<file path="config.mk">
export PLATFORM = sky130hd
export DESIGN_NAME = pow2_entry_alloc
export DESIGN_NICKNAME = d
export VERILOG_FILES = /design/src/rtl/pea_pkg.sv /design/src/rtl/pea_size_dec.sv /design/src/rtl/pea_window.sv /design/src/rtl/pow2_entry_alloc.sv
export SDC_FILE = /design/constraint.sdc
export NUM_CORES = 1
export LEC_CHECK = 0
export CAP_MARGIN = 10
export CORE_MARGIN = 4
export CORE_UTILIZATION = 55
export CTS_BUF_LIST = sky130_fd_sc_hd__clkbuf_8
export CTS_CLUSTER_DIAMETER = 80
export CTS_CLUSTER_SIZE = 28
export DETAILED_ROUTE_END_ITERATION = 6
export DONT_BUFFER_PORTS = 1
export PLACE_DENSITY_LB_ADDON = 0.2
export SYNTH_ARGS = -nofsm -noshare
export SYNTH_HDL_FRONTEND = slang
export SYNTH_HIERARCHICAL = 1
export SYNTH_SLANG_ARGS = --single-unit
</file>
<file path="constraint.sdc">
create_clock -name clk -period 5.2 [get_ports clk]
set_clock_uncertainty 0.15 [all_clocks]
set_input_delay 0.26 -clock clk [delete_from_list [all_inputs] [get_ports clk]]
set_output_delay 0.26 -clock clk [all_outputs]
set_load 0.02 [all_outputs]
</file>
<file path="src/rtl/pea_pkg.sv">
package pea_pkg;
  typedef enum logic [0:0] {ST_IDLE = 1'b0, ST_SRCH = 1'b1} pea_state_t;
endpackage

</file>
<file path="src/rtl/pea_size_dec.sv">
module pea_size_dec #(
  parameter int CW = 6,
  parameter int MW = 3
) (
  input  logic [CW-1:0] count,
  output logic [MW-1:0] mask,
  output logic          zero
);
  always_comb begin
    zero = (count == '0);
    mask = '0;
    for (int m = CW; m >= 0; m--) begin
      if (((CW+1)'(1) << m) >= {1'b0, count}) mask = MW'(m);
    end
  end
endmodule

</file>
<file path="src/rtl/pea_window.sv">
module pea_window #(
  parameter int N  = 32,
  parameter int EW = 7,
  parameter int MW = 3
) (
  input  logic [EW-1:0] base,
  input  logic [MW-1:0] mask,
  output logic [N-1:0]  win
);
  logic [EW-1:0] lim;
  assign lim = base + (EW'(1) << mask);

  for (genvar gi = 0; gi < N; gi++) begin : g_bit
    assign win[gi] = (EW'(gi) >= base) && (EW'(gi) < lim);
  end
endmodule

</file>
<file path="src/rtl/pow2_entry_alloc.sv">
module pow2_entry_alloc
  import pea_pkg::*;
#(
  parameter int ENTRIES  = 32,
  parameter int MAX_MASK = 3,
  localparam int IDXW = $clog2(ENTRIES),
  localparam int CW   = IDXW + 1,
  localparam int MW   = $clog2(CW + 1)
) (
  input  logic            clk,
  input  logic            rst,
  output logic            req_ready,
  input  logic            alloc_valid,
  input  logic [CW-1:0]   alloc_count,
  input  logic            rel_valid,
  input  logic [IDXW-1:0] rel_base,
  input  logic [MW-1:0]   rel_mask,
  input  logic            mark_valid,
  input  logic [IDXW-1:0] mark_idx,
  output logic            busy,
  output logic            done,
  output logic            fail,
  output logic [IDXW-1:0] res_base,
  output logic [MW-1:0]   res_mask,
  output logic            empty
);
  localparam int EW = IDXW + 2;

  pea_state_t         state;
  logic [EW-1:0]      cand;
  logic [MW-1:0]      cur_mask;
  logic [ENTRIES-1:0] used;

  logic [MW-1:0]      req_mask;
  logic               cnt_zero;
  logic               over_lim;
  logic [ENTRIES-1:0] srch_win;
  logic [ENTRIES-1:0] rel_win;
  logic               hit;
  logic [EW-1:0]      cand_nxt;
  logic               last;
  logic               acc_alloc, acc_rel, acc_mark;

  pea_size_dec #(.CW(CW), .MW(MW)) u_dec (
    .count(alloc_count), .mask(req_mask), .zero(cnt_zero)
  );

  pea_window #(.N(ENTRIES), .EW(EW), .MW(MW)) u_srch_win (
    .base(cand), .mask(cur_mask), .win(srch_win)
  );

  pea_window #(.N(ENTRIES), .EW(EW), .MW(MW)) u_rel_win (
    .base({2'b00, rel_base}), .mask(rel_mask), .win(rel_win)
  );

  assign over_lim  = req_mask > MW'(MAX_MASK);
  assign hit       = ~|(used & srch_win);
  assign cand_nxt  = cand + (EW'(1) << cur_mask);
  assign last      = cand_nxt >= EW'(ENTRIES);
  assign req_ready = (state == ST_IDLE);
  assign busy      = (state == ST_SRCH);
  assign empty     = ~|used;

  assign acc_alloc = req_ready && alloc_valid;
  assign acc_rel   = req_ready && rel_valid && !alloc_valid;
  assign acc_mark  = req_ready && mark_valid && !alloc_valid && !rel_valid;

  always_ff @(posedge clk) begin
    if (rst) begin
      state    <= ST_IDLE;
      cand     <= '0;
      cur_mask <= '0;
      used     <= '0;
      done     <= 1'b0;
      fail     <= 1'b0;
      res_base <= '0;
      res_mask <= '0;
    end else begin
      done <= 1'b0;
      case (state)
        ST_IDLE: begin
          if (acc_alloc) begin
            if (cnt_zero || over_lim) begin
              done     <= 1'b1;
              fail     <= 1'b1;
              res_base <= '0;
              res_mask <= req_mask;
            end else begin
              state    <= ST_SRCH;
              cand     <= '0;
              cur_mask <= req_mask;
            end
          end else if (acc_rel) begin
            used <= used & ~rel_win;
          end else if (acc_mark) begin
            used[mark_idx] <= 1'b1;
          end
        end
        ST_SRCH: begin
          if (hit) begin
            used     <= used | srch_win;
            done     <= 1'b1;
            fail     <= 1'b0;
            res_base <= cand[IDXW-1:0];
            res_mask <= cur_mask;
            state    <= ST_IDLE;
          end else if (last) begin
            done     <= 1'b1;
            fail     <= 1'b1;
            res_base <= '0;
            res_mask <= cur_mask;
            state    <= ST_IDLE;
          end else begin
            cand <= cand_nxt;
          end
        end
        default: state <= ST_IDLE;
      endcase
    end
  end


  zero_cnt_chk: assert property (@(posedge clk) disable iff (rst)
    (acc_alloc && alloc_count == '0) |=> (done && fail && $stable(used)));


  lim_chk: assert property (@(posedge clk) disable iff (rst)
    (acc_alloc && over_lim) |=> (done && fail && !busy));


  align_chk: assert property (@(posedge clk) disable iff (rst)
    (done && !fail) |-> ((res_base & ((IDXW'(1) << res_mask) - IDXW'(1))) == '0));


  nonempty_chk: assert property (@(posedge clk) disable iff (rst)
    (done && !fail) |-> !empty);


  hold_chk: assert property (@(posedge clk) disable iff (rst)
    (busy && !hit && !last) |=> (busy && !req_ready && $stable(used)));


  rel_chk: assert property (@(posedge clk) disable iff (rst)
    acc_rel |=> ($countones(used) <= $past($countones(used))));
endmodule

</file>
==> run metrics <==
outcome=complete, no violations; synthesized instance count=between 600 and 700; Post-Syn Area=5310 um2; Via Count=between 5000 and 6000; Setup CP Type=reg -> reg; Core Region=between 9000 and 10000 um2; WHS=approximately 0.011 ns; most frequent cells in the layout=a21oi_1 (69), nand2_1 (68), dfxtp_1 (52), nor2_1 (47), o21ai_0 (42); crit path time final=between 4 and 5 ns; Yosys reg bits=53; most common cell after layout, fill and taps aside=a21oi_1; Slew HR=approximately 20%; WL/cell=roughly 20 um; Clock Latency Late Sink=between 0.3 and 0.4 ns; Max-Cap Viols=0; Initial Utilization=between 50% and 60%; Final ANT Viol Nets=0; Worst Max-Slew Pin Slew=1.19 ns; total power=between 0.8 and 0.9 mW; wirelength, routed=about 16000 um; clk buf depth=2; fin crit share=between 90% and 100%; Max Freq=between 0.2 and 0.25 GHz; Storage cell area=~1100 um2; Peak VDD IR=~0.15 mV; Final Hold Vio Count=0; drt first-iter violations=564; area delta synth->final=2.92%; # diodes=0; initial antenna violation count=0; Die Span Y=approximately 110 um; crit path capture type=flop; Crit path required time=5.27 ns; RSZ-0062 raised after global routing=false; first drt pass iteration count=5; port bufs=0; area of the multi-input gates=roughly 4000 um2; Vias/cell=6.82; CTS sink count=between 50 and 60; Root Driver=clkbuf_8; Die ar.=about 11000 um2; synth warn=6; IO Count=37; Synth cell types=74; Avg Synthesized Cell Area=between 7 and 8 um2; CTS H-tree lvls=2; CTS tree=yes; DRC viols=0; post-CTS setup buffer count=0; # rows=35; crit-path max FO=32; fraction of registers with async set/reset=0%; vias in the first global route=between 5000 and 6000; layout cell share with drive strength beyond 1=11.1%; total track usage=about 28%; DP HPWL=between 10000 and 15000 um; Setup TNS Final=0 ns; Placer Congestion=about 0.98; GR Overflow Total=0; final slew viol count=0; Leakage=between 2 and 2.5 nW; crit start category=flop; sequential cell area fraction in the yosys report=20.0%; final net count=712; Post-synth EDFFs=0; HP Class=in -> reg; first-pass GRT wire length=between 20000 and 30000 um; pwr dens=161 nW/um2; Synth Flop Type=dfxtp_1; total CTS buffers=5; Die Width=roughly 110 um; Reg clk slew, reported paths=0.10 ns; CP arrival=roughly 4.8 ns; FILL cells=~860; largest net degree at the start of global routing=47; Final setup viols=0
[power by group]
part | total, mW | switching (mW) | internal (mW) | leakage (nW)
sequential | 0.425 | 0.0126 | 0.412 | 0.429
clock | 0.250 | 0.142 | 0.108 | 0.0512
combinational | 0.205 | 0.134 | 0.0709 | 1.64
total | 0.880 | 0.288 | 0.591 | 2.12
[state kept, by name, indices dropped and copies added (netlist names)]
name      flops
used         32
res_mask      3
done          1
res_base      5
busy          1
cur_mask      3
fail          1
cand          7
[timing repair]
| action | in CTS | in global routing |
|---|---|---|
| gates resized for setup | 0 | 0 |
| endpoints found under the hold margin | 44 | 0 |
| hold buffers | 1 | 0 |
[worst max-delay path, stage by stage, from the launching register on]
cell	delay (ns)
dfxtp_1	0.63
nor3_1	0.11
ha_1	0.24
fa_1	0.45
a211oi_2	0.36
nor2_4	0.10
xnor2_4	0.23
a211oi_2	0.28
buf_4	0.21
a211oi_2	0.10
a22oi_1	0.20
nand4_1	0.12
nor3_1	0.40
a31o_2	0.63
a21oi_1	0.15
a211oi_1	0.26
[area by class of cell]
class	instances	share of cell area [%]
Clock inverter	2	0.252
Sequential cell	53	19.4
Timing Repair Buffer	14	2.15
Tap cell	129	2.95
Clock buffer	6	1.51
Inverter	10	0.686
Multi-Input combinational cell	583	73.0
[synth_stat cells (5+ instances only)]
| cell | instances | area (um2) |
|---|---|---|
| a211o_1 | 5 | 43.8 |
| a211oi_1 | 33 | 248 |
| a211oi_2 | 19 | 238 |
| a21o_1 | 6 | 45.0 |
| a21oi_1 | 69 | 345 |
| a22o_1 | 30 | 263 |
| a22oi_1 | 26 | 195 |
| and2_1 | 5 | 31.3 |
| and3_1 | 6 | 37.5 |
| and3b_1 | 7 | 61.3 |
| buf_1 | 6 | 22.5 |
| buf_2 | 6 | 30.0 |
| buf_4 | 8 | 60.1 |
| clkbuf_1 | 32 | 120 |
| dfxtp_1 | 53 | 1060 |
| ha_1 | 18 | 225 |
| inv_1 | 10 | 37.5 |
| mux2i_1 | 9 | 90.1 |
| nand2_1 | 68 | 255 |
| nand2b_1 | 6 | 37.5 |
| nand3_1 | 22 | 110 |
| nor2_1 | 47 | 176 |
| nor3_1 | 19 | 95.1 |
| nor3b_1 | 12 | 90.1 |
| nor4_1 | 12 | 75.1 |
| o21ai_0 | 42 | 210 |
| o31ai_1 | 5 | 37.5 |
| or3_1 | 5 | 31.3 |
| xnor2_1 | 9 | 78.8 |
| xor2_1 | 8 | 70.1 |
[path summary, 6_finish.rpt]
kind	start	to	slack, ns	cells after the start
worst max register to register	cur_mask[1]$_SDFFE_PP0P_	used[15]$_SDFFE_PP0P_	0.51	15
worst min register to register	used[3]$_SDFFE_PP0P_	used[3]$_SDFFE_PP0P_	0.41	2
worst max-delay path	cur_mask[1]$_SDFFE_PP0P_	used[15]$_SDFFE_PP0P_	0.51	15
worst min-delay path	rst	cand[0]$_SDFFE_PP0P_	0.01	2
[metrics by stage]
step | instance area, um2 | cells | utilization, % | setup slack, ns
after global routing | 5470 | 797 | 58.6 | 0.101
after floorplan | 5340 | 701 | - | 1.43
after detailed placement | 5350 | 788 | 57.4 | 0.602
final | 5470 | 797 | 58.6 | 0.512
after global placement | 5350 | 788 | 57.4 | 0.711
after CTS | 5470 | 797 | 58.6 | 0.566
[metal layers]
metal / track usage (%) / wire [um] / vias to the layer above
met4: 7.59 / 296 / 0
met5: 0 / 0 / -
li1: - / - / 2585
met1: 38.8 / 6970 / 2579
met2: 44.9 / 7440 / 239
met3: 5.95 / 1240 / 31
[kinds of logic (layout without fill, tap and decap cells)]
group,after synthesis,in the layout,synth area share [%]
AO/OA/AOI/OAI,284,284,39.2
AND/OR/NAND/NOR,239,239,23.5
buffers and inverters,65,32,5.72
flip-flops,53,53,20.0
adder cells (fa/ha/maj),21,21,5.37
XOR/XNOR,21,21,4.45
multiplexers,9,9,1.70
other,1,9,0.0706
No activity file was read; power rests on OpenSTA's default activity.
